<file path="config.mk">
export PLATFORM = sky130hd
export DESIGN_NAME = evtmap_table
export DESIGN_NICKNAME = d
export VERILOG_FILES = /design/src/rtl/evtmap_pkg.sv /design/src/rtl/evtmap_wr_decode.sv /design/src/rtl/evtmap_slot.sv /design/src/rtl/evtmap_lookup.sv /design/src/rtl/evtmap_table.sv
export SDC_FILE = /design/constraint.sdc
export NUM_CORES = 1
export LEC_CHECK = 0
export ABC_AREA = 1
export CORE_ASPECT_RATIO = 0.9
export CORE_MARGIN = 8
export CORE_UTILIZATION = 50
export DETAILED_ROUTE_END_ITERATION = 16
export DONT_BUFFER_PORTS = 1
export SYNTH_ARGS = -nofsm -noshare
export SYNTH_HDL_FRONTEND = slang
export SYNTH_SLANG_ARGS = --single-unit
</file>
<file path="constraint.sdc">
create_clock -name clk -period 3.91 [get_ports clk]
set_clock_uncertainty 0.05 [all_clocks]
set_input_delay 0.1955 -clock clk [delete_from_list [all_inputs] [get_ports clk]]
set_output_delay 0.1955 -clock clk [all_outputs]
set_load 0.01 [all_outputs]
</file>
<file path="src/rtl/evtmap_pkg.sv">
package evtmap_pkg;

    localparam int MAX_CTRS = 32;
    localparam int CTR_W    = $clog2(MAX_CTRS);
    localparam int FIRST_PROG = 3;
    localparam int EVT_W    = 20;
    localparam int SEL_W    = 64;
    localparam int HALF_W   = 32;
    localparam int NUM_EVT  = 5;

    typedef logic [CTR_W-1:0] ctr_t;
    typedef logic [EVT_W-1:0] evt_t;

    typedef enum logic [1:0] {
        UPD_NONE  = 2'd0,
        UPD_CLEAR = 2'd1,
        UPD_BIND  = 2'd2
    } upd_kind_e;

    typedef struct packed {
        upd_kind_e            kind;
        logic [NUM_EVT-1:0]   slot_oh;
        ctr_t                 ctr;
    } upd_t;

    function automatic evt_t slot_code(input int s);
        case (s)
            0:       slot_code = 20'h00001;
            1:       slot_code = 20'h00002;
            2:       slot_code = 20'h10019;
            3:       slot_code = 20'h1001B;
            default: slot_code = 20'h10021;
        endcase
    endfunction

    function automatic logic [NUM_EVT-1:0] code_onehot(input evt_t code);
        logic [NUM_EVT-1:0] oh;
        for (int s = 0; s < NUM_EVT; s++) begin
            oh[s] = (code == slot_code(s));
        end
        return oh;
    endfunction

    function automatic logic ctr_eligible(input ctr_t idx, input int n_ctrs);
        int unsigned top;
        top = FIRST_PROG + n_ctrs;
        if (top > MAX_CTRS) top = MAX_CTRS;
        return (int'(idx) >= FIRST_PROG) && (int'(idx) < int'(top));
    endfunction

endpackage

</file>
<file path="src/rtl/evtmap_wr_decode.sv">
module evtmap_wr_decode
    import evtmap_pkg::*;
#(
    parameter int NUM_CTRS = 16
) (
    input  logic              clk,
    input  logic              rst,
    input  logic              wr_valid,
    input  ctr_t              wr_idx,
    input  logic [SEL_W-1:0]  wr_sel,
    input  logic              mode32,
    input  logic              wr_hi,
    output upd_t              upd
);

    logic [HALF_W-1:0] low_q [MAX_CTRS];
    logic              elig;
    logic              store_low;
    logic              act;
    logic [SEL_W-1:0]  sel_eff;
    evt_t              code;
    logic [NUM_EVT-1:0] oh;

    assign elig      = ctr_eligible(wr_idx, NUM_CTRS);
    assign store_low = wr_valid && elig && !wr_hi;
    assign act       = wr_valid && elig && (mode32 ? wr_hi : !wr_hi);
    assign sel_eff   = mode32 ? {wr_sel[HALF_W-1:0], low_q[wr_idx]} : wr_sel;
    assign code      = sel_eff[EVT_W-1:0];
    assign oh        = code_onehot(code);

    always_ff @(posedge clk) begin
        if (rst) begin
            for (int i = 0; i < MAX_CTRS; i++) begin
                low_q[i] <= '0;
            end
        end else if (store_low) begin
            low_q[wr_idx] <= wr_sel[HALF_W-1:0];
        end
    end

    always_comb begin
        upd.kind    = UPD_NONE;
        upd.slot_oh = '0;
        upd.ctr     = wr_idx;
        if (act) begin
            if (sel_eff == '0) begin
                upd.kind = UPD_CLEAR;
            end else if (|oh) begin
                upd.kind    = UPD_BIND;
                upd.slot_oh = oh;
            end
        end
    end

    AST_UPD_ONLY_ELIGIBLE: assert property (@(posedge clk) disable iff (rst)
        (upd.kind != UPD_NONE) |-> ctr_eligible(wr_idx, NUM_CTRS));

    AST_UPD_BIND_ONEHOT: assert property (@(posedge clk) disable iff (rst)
        (upd.kind == UPD_BIND) |-> $onehot0(upd.slot_oh) && (upd.slot_oh != '0));

endmodule

</file>
<file path="src/rtl/evtmap_slot.sv">
module evtmap_slot
    import evtmap_pkg::*;
#(
    parameter int SLOT     = 0,
    parameter int NUM_CTRS = 16
) (
    input  logic clk,
    input  logic rst,
    input  upd_t upd,
    output logic valid,
    output ctr_t ctr
);

    logic hit_clear;
    logic take_bind;

    assign hit_clear = (upd.kind == UPD_CLEAR) && valid && (ctr == upd.ctr);
    assign take_bind = (upd.kind == UPD_BIND) && upd.slot_oh[SLOT] && !valid;

    always_ff @(posedge clk) begin
        if (rst) begin
            valid <= 1'b0;
            ctr   <= '0;
        end else if (hit_clear) begin
            valid <= 1'b0;
            ctr   <= '0;
        end else if (take_bind) begin
            valid <= 1'b1;
            ctr   <= upd.ctr;
        end
    end

    AST_FIRST_BIND_KEPT: assert property (@(posedge clk) disable iff (rst)
        (valid && upd.kind == UPD_BIND) |=> (valid && $stable(ctr)));

    AST_ZERO_WRITE_REMOVES: assert property (@(posedge clk) disable iff (rst)
        (valid && upd.kind == UPD_CLEAR && upd.ctr == ctr) |=> !valid);

    AST_BOUND_CTR_ELIGIBLE: assert property (@(posedge clk) disable iff (rst)
        valid |-> ctr_eligible(ctr, NUM_CTRS));

endmodule

</file>
<file path="src/rtl/evtmap_lookup.sv">
module evtmap_lookup
    import evtmap_pkg::*;
(
    input  logic                          clk,
    input  logic                          rst,
    input  logic [NUM_EVT-1:0]            slot_valid,
    input  logic [NUM_EVT-1:0][CTR_W-1:0] slot_ctr,
    input  evt_t                          evt,
    output logic                          hit,
    output ctr_t                          ctr
);

    logic [NUM_EVT-1:0] match;

    always_comb begin
        ctr = '0;
        for (int s = 0; s < NUM_EVT; s++) begin
            match[s] = slot_valid[s] && (evt == slot_code(s));
            if (match[s]) ctr = ctr | slot_ctr[s];
        end
    end

    assign hit = |match;

    AST_SINGLE_MATCH: assert property (@(posedge clk) disable iff (rst)
        $onehot0(match));

    AST_MISS_ZERO_CTR: assert property (@(posedge clk) disable iff (rst)
        !hit |-> (ctr == '0));

endmodule

</file>
<file path="src/rtl/evtmap_table.sv">
module evtmap_table
    import evtmap_pkg::*;
#(
    parameter int NUM_CTRS = 16
) (
    input  logic        clk,
    input  logic        rst,
    input  logic        wr_valid,
    input  logic [4:0]  wr_idx,
    input  logic [63:0] wr_sel,
    input  logic        mode32,
    input  logic        wr_hi,
    input  logic [19:0] lookup_evt,
    output logic        lookup_hit,
    output logic [4:0]  lookup_ctr
);

    upd_t                          upd;
    logic [NUM_EVT-1:0]            slot_valid;
    logic [NUM_EVT-1:0][CTR_W-1:0] slot_ctr;
    logic                          idx_ok;

    assign idx_ok = ctr_eligible(wr_idx, NUM_CTRS);

    evtmap_wr_decode #(.NUM_CTRS(NUM_CTRS)) u_dec (
        .clk      (clk),
        .rst      (rst),
        .wr_valid (wr_valid),
        .wr_idx   (wr_idx),
        .wr_sel   (wr_sel),
        .mode32   (mode32),
        .wr_hi    (wr_hi),
        .upd      (upd)
    );

    for (genvar s = 0; s < NUM_EVT; s++) begin : g_slot
        evtmap_slot #(.SLOT(s), .NUM_CTRS(NUM_CTRS)) u_slot (
            .clk   (clk),
            .rst   (rst),
            .upd   (upd),
            .valid (slot_valid[s]),
            .ctr   (slot_ctr[s])
        );
    end

    evtmap_lookup u_lkp (
        .clk        (clk),
        .rst        (rst),
        .slot_valid (slot_valid),
        .slot_ctr   (slot_ctr),
        .evt        (lookup_evt),
        .hit        (lookup_hit),
        .ctr        (lookup_ctr)
    );

    AST_BAD_INDEX_IGNORED: assert property (@(posedge clk) disable iff (rst)
        (wr_valid && !idx_ok) |=> ($stable(slot_valid) && $stable(slot_ctr)));

    AST_LOW_HALF_NO_BIND: assert property (@(posedge clk) disable iff (rst)
        (wr_valid && mode32 && !wr_hi) |=> ($stable(slot_valid) && $stable(slot_ctr)));

    AST_HIGH64_IGNORED: assert property (@(posedge clk) disable iff (rst)
        (wr_valid && !mode32 && wr_hi) |=> ($stable(slot_valid) && $stable(slot_ctr)));

    AST_IDLE_STABLE: assert property (@(posedge clk) disable iff (rst)
        !wr_valid |=> ($stable(slot_valid) && $stable(slot_ctr)));

endmodule

</file>
==> impl_metrics.yaml, run 1 <==
floorplan:
  fp.dieH_um: 299
  fp.dieW_um: 331
  start_util: 0.501
  core_area_mm2: 0.0889
  dieArea_mm2: 0.0989
  io_pins: 100
  row_count: 104
synth:
  yosysWarnings: 0
  synth_compound_area_frac: 0.0213
  avgSynthCellArea_um2: 10.4
  synth_seq_cells: 1054
  async_reset_ff_frac: 0
  synth_top_area_frac: 0.690
  muxShareOfSynthArea: 0
  synth.distinct_cells: 43
  synth_top_cells_by_count: "1643 x nand2_1, 1024 x edfxtp_1, 805 x nor2_1, 153 x nand3_1, 119 x clkbuf_1"
  synth-edff-count: 1024
  ys_seq_area_frac: 0.704
  ys.flop_type: "edfxtp_1"
  yosysTopAreaCell: "edfxtp_1"
  synth.most_common_cell: "nand2_1"
  netlist_instances: 4300
  synth_fa_ha_area_frac: 0
  synth_simple_gate_area_frac: 0.237
  synth_area_leaders: "edfxtp_1 69%, nand2_1 14%, nor2_1 6.8%"
  syn_area_mm2: 0.0445
  synth_top_family_by_area: "simple AND/OR/NAND/NOR gates"
  synthXorXnorAreaFrac: 0.00118
global_route:
  grt_use_total: 0.233
  antenna_found_initial: 1
  grt_max_degree: 518
  grt_first_pass_wirelength_um: 176000
  grt_pass1_vias: 29100
  grt_overflow: 0
route:
  num_vias: 30500
  wl_per_cell_um: 19.3
  wl_met3_um: 7990
  drt-met1-wl_um: 49500
  drt_iter0_drc: 2974
  postRouteAntennaNets: 0
  drc: 0
  top_layer: "met4"
  wl_met2_um: 55800
  drt_first_pass_iters: 6
  drt-total-wl_um: 117000
  viasPerCell: 5.01
placement:
  portBuffers: 0
  gp_congestion: 0.857
  preCtsSetupSlack_ns: 0.671
  dpl.hpwl_um: 69800
finish:
  area_growth_pct: 15.8
  drive_above_1_share: 0.0622
  final_nets: 4928
power_and_ir_drop:
  peakVddDrop_uv: 364
  seqPwrFrac: 0.539
  p_total_mw: 24.7
  combPwrFrac: 0.064
  powerDensity_mw_per_mm2: 479
  clkPwrFrac: 0.397
  sw_frac_of_total: 0.226
  p_leak_nw: 21.3
  switching_power_mw: 5.58
  p_int_mw: 19.1
setup_path:
  required_ns: 4.44
  start_kind: "primary input"
  cp-end-kind: "flop"
  crit_fanout: 12
  rrSetupSlack_ns: 0.42
  critPathArrivalTime_ns: 4.29
  crit_type: "primary input to flop"
run_status:
  violations: "max-slew violations"
  status: "finished, violations left"
timing:
  period_share: 0.962
  maxSlewViolCount: 225
  final_hold_viol_count: 0
  tightest_slew_ns: 1.68
  max_freq_mhz: 266
  setup_viol: 0
  period_needed_ns: 3.76
  slew_headroom: -0.119
  fin_setup_tns_ns: 0
  rsz0062_at_grt: "false"
  fin_ws_ns: 0.150
clock_tree:
  cts_tree: "done"
  cts_root_buf: "clkbuf_16"
  clk_pin_slew_ns: 0.06
  clkLatencyLatePin_ns: 0.69
  cts.path.max_buffers: 3
  cts_sinks: 1054
  cts-htree-levels: 3
  cts_made_buffers: 106
hold_path:
  hold_class: "primary input to flop"
run:
  maxCapViolations: 0
-- path summary, 6_finish.rpt --
path                                              from                              endpoint  depth (start not counted)
setup / recovery                             wr_idx[3]   g_slot[1].u_slot.valid$_SDFFE_PP0P_                         19
hold reg to reg   g_slot[3].u_slot.ctr[1]$_SDFFE_PP0P_  g_slot[3].u_slot.ctr[1]$_SDFFE_PP0P_                          2
hold / removal                              wr_sel[13]      u_dec.low_q[9][13]$_SDFFCE_PN0P_                          2
setup reg to reg      u_dec.low_q[20][6]$_SDFFCE_PN0P_   g_slot[1].u_slot.valid$_SDFFE_PP0P_                         12
-- power groups by stage --
stage | clock, mW | sequential, mW | combinational, mW
detailed placement | 0 | 13.6 | 1.51
floorplan | 0 | 13.5 | 1.08
CTS | 10.0 | 13.3 | 1.54
finish | 9.82 | 13.3 | 1.57
global route | 10.4 | 13.4 | 1.75
global placement | 0 | 13.5 | 1.51
-- cell families (layout without fill, tap and decap cells) --
logic type | after synthesis | count (layout)
xor gates and xnor gates | 6 | 6
buffers and inverters | 378 | 489
and+or+nand+nor | 2689 | 2689
other | 1 | 513
DFF | 1054 | 1054
AOI/OAI and AO/OA | 172 | 172
-- metrics by stage --
step	std cells	hold WS, ns	cell area (um2)	utilization
finish	6089	0.0444	51600	0.580
CTS	6082	-0.423	51500	0.579
global placement	5853	0.297	47800	0.538
floorplan	4811	0.391	46500	-
detailed placement	5853	0.303	47800	0.538
global route	6089	-0.00638	51600	0.580
-- sequential cells by signal, summed over array words and instances (netlist names) --
signal,flops
u_dec.low_q,1024
g_slot.u_slot.valid,5
g_slot.u_slot.ctr,25
-- per-layer routing --
layer / up-vias / global-route usage
met5: - / 0
met4: 0 / 0.0767
met3: 219 / 0.0333
met2: 1057 / 0.385
met1: 14500 / 0.319
li1: 14700 / -
-- critical path, stage by stage --
cell           delay (ns)
dlygate4sd3_1        0.77
inv_2                0.23
nand2_1              0.25
nor2_2               0.19
buf_12               0.20
nand2_1              0.06
nand2_1              0.05
nor2_1               0.24
nand2_1              0.08
nor2_1               0.10
nand2_1              0.10
nand2_1              0.10
nand2_1              0.16
nor2_1               0.22
nand4_2              0.27
nor2_1               0.20
nor2_2               0.04
dlygate4sd3_1        0.66
o21a_1               0.14
-- layout make-up --
class	count	area, um2
fillers	7629	37300
flip-flops and latches	1054	31400
multi-input cells	3379	13500
clock buffers	133	2790
well taps	1166	1460
repair buffers	156	1420
clock inverters	63	541
inverters	137	527
diodes	1	2.50
-- cells in the final DEF, fill, tap and decap left out, types with 30 or more instances in the layout --
cell / n
a21oi_1: 54
dfxtp_1: 30
nand4_1: 40
clkinv_1: 57
nand3_1: 153
nor2_1: 801
dlygate4sd3_1: 35
buf_4: 109
inv_1: 97
edfxtp_1: 1024
nand2_1: 1643
o21ai_0: 50
o21ai_1: 34
conb_1: 512
clkbuf_16: 107
-- repair_timing --
item	4_1_cts	5_1_grt
hold buffers	33	3
gates resized for setup	0	0
setup endpoints to repair	0	1
setup buffers	0	3
endpoints found under the hold margin	834	3
(Power assumes the default switching activity.)
==> run 2, diff against run 1 <==
clock period = 4.77 ns   (was 3.91 ns; I/O delays follow)
==> run 2 against run 1 <==
  * The flow finishes with violations (negative hold slack)
  * Via count rose by 0.36%
  * Power fell by 18%
  * Critical path type unchanged
  * Sequential power fell by 18%
==> impl_metrics.yaml, run 2 (same netlist as run 1, synthesis figures left out) <==
global_route:
  grt_first_pass_wirelength_um: 178000
  grt_use_total: 0.238
  grt_pass1_vias: 29300
  grt_overflow: 0
  grt_max_degree: 361
  antenna_found_initial: 3
route:
  drt_first_pass_iters: 6
  drt_iter0_drc: 3264
  wl_per_cell_um: 19.5
  drc: 0
  drt-total-wl_um: 119000
  num_vias: 30600
  viasPerCell: 5.05
  postRouteAntennaNets: 0
power_and_ir_drop:
  p_leak_nw: 21.2
  powerDensity_mw_per_mm2: 393
  peakVddDrop_uv: 305
finish:
  drive_above_1_share: 0.0587
  final_common_cell: "nand2_1"
  regMostFlops: "u_dec.low_q"
  largest_registers: "u_dec.low_q x1024, g_slot.u_slot.ctr x25, g_slot.u_slot.valid x5"
  final_core_util: 0.578
  fill_cells: 7701
  final_nets: 4905
  mostFrequentLayoutCells: "1643 x nand2_1, 1024 x edfxtp_1, 801 x nor2_1"
  largest_reg_flops: 1024
  area_growth_pct: 15.3
timing:
  final_hold_viol_count: 37
  period_needed_ns: 4.13
  setup_viol: 0
  maxSlewViolCount: 0
  fin_hold_ws_ns: -0.148
  period_share: 0.866
  max_freq_mhz: 242
  tightest_slew_ns: 1.09
  slew_headroom: 0.275
  fin_setup_tns_ns: 0
  rsz0062_at_grt: "false"
setup_path:
  required_ns: 5.34
  cp-end-kind: "flop"
  crit_fanout: 12
  rr_endpoint: "g_slot[2].u_slot.ctr[3]$_SDFFE_PP0P_"
  crit_chain: "dlygate4sd3_1 > inv_2 > nand2_1 > nor2_2 > buf_4 > nand2_1 > nand2_1 > nor2_1 > nand3_1 > nand2_1 > inv_1 > nand3_1 > nor2_1 > nand3_1 > nor2_1 > nand2_1 > inv_2 > nand2_1 > a21oi_1 > dlygate4sd3_1"
  cp_slowest_cell: "nor2_2"
  ff2ff_path_depth: 18
  path_delay_family: "simple AND/OR/NAND/NOR gates"
  worst-path-stages: 20
  crit_type: "primary input to flop"
  cp_num_buf_inv: 6
  crit_top_cell: "nand2_1"
  critPathArrivalTime_ns: 4.70
  worstSetupEndpoint: "g_slot[2].u_slot.ctr[3]$_SDFFE_PP0P_"
  max_stage_delay_ns: 0.71
  start_kind: "primary input"
  startpoint: "wr_idx[3]"
  timing.rr.start: "u_dec.low_q[0][18]$_SDFFCE_PN0P_"
  rrSetupSlack_ns: 1.36
run_status:
  violations: "negative hold slack"
  status: "finished, violations left"
clock_tree:
  cts_resized: 0
  clkLatencyLatePin_ns: 0.69
  clk_pin_slew_ns: 0.06
  cts_root_buf: "clkbuf_16"
  cts_made_buffers: 107
  cts-htree-levels: 3
  cts_tree: "done"
  cts_setup_buffers: 0
  cts.path.max_buffers: 3
  cts_sinks: 1054
  ctsHoldBuffers: 30
hold_path:
  hold_class: "primary input to flop"
floorplan:
  core_area_mm2: 0.0889
  fp.dieH_um: 299
  fp.dieW_um: 331
  io_pins: 100
  start_util: 0.501
  dieArea_mm2: 0.0989
  row_count: 104
placement:
  gp_congestion: 0.870
  portBuffers: 0
  dpl.hpwl_um: 67600
run:
  maxCapViolations: 0
run 2: changes by cell type in the layout (fill, tap and decap cells not counted), sizes merged:
cell / before / now
clkinv: 78 / 89
dlygate4sd3: 35 / 30
buf: 121 / 102
clkinvlp: 5 / 3
bufinv: 8 / 5
run 2: power breakdown:
| part | leakage [nW] | internal (mW) | switching, mW | total [mW] |
|---|---|---|---|---|
| Combinational | 9.43 | 0.331 | 0.944 | 1.27 |
| Clock | 1.63 | 4.48 | 3.52 | 8.00 |
| Sequential | 10.1 | 10.8 | 0.143 | 10.9 |
run 2: routing by layer:
metal / vias to the layer above / wire length, um / track usage
li1: 14700 / - / -
met1: 14500 / 48200 / 0.321
met2: 1183 / 56500 / 0.395
met3: 238 / 9610 / 0.0371
met4: 0 / 4300 / 0.0801
met5: - / 0 / 0
run 2: metrics by stage:
step	setup WS [ns]	instance area (um2)	std cells	hold WS (ns)	total power [mW]
floorplan	1.75	46500	4811	0.391	12.0
global placement	1.17	47600	5836	0.344	12.3
detailed placement	1.13	47600	5836	0.348	12.3
CTS	0.719	51300	6068	-0.134	20.3
global route	0.327	51300	6071	-0.191	20.9
finish	0.638	51300	6071	-0.148	20.2
run 2: worst min path at each step:
stage	start	to	slack, ns	cells after the start
floorplan	g_slot[3].u_slot.ctr[1]$_SDFFE_PP0P_	g_slot[3].u_slot.ctr[1]$_SDFFE_PP0P_	0.39	2
global placement	wr_idx[3]	g_slot[2].u_slot.ctr[3]$_SDFFE_PP0P_	0.34	2
detailed placement	wr_idx[3]	g_slot[2].u_slot.ctr[3]$_SDFFE_PP0P_	0.35	2
CTS	rst	u_dec.low_q[30][1]$_SDFFCE_PN0P_	-0.13	0
global route	rst	u_dec.low_q[0][2]$_SDFFCE_PN0P_	-0.19	0
finish	rst	u_dec.low_q[0][2]$_SDFFCE_PN0P_	-0.15	0
run 2: area by class of cell:
type	count	area (um2)	share of cell area
Clock buffer	133	2830	0.0551
Multi-Input combinational cell	3379	13500	0.263
Timing Repair Buffer	132	1170	0.0229
Sequential cell	1054	31400	0.611
Clock inverter	69	517	0.0101
Antenna cell	1	2.50	0.0000487
Tap cell	1166	1460	0.0284
Inverter	137	527	0.0103
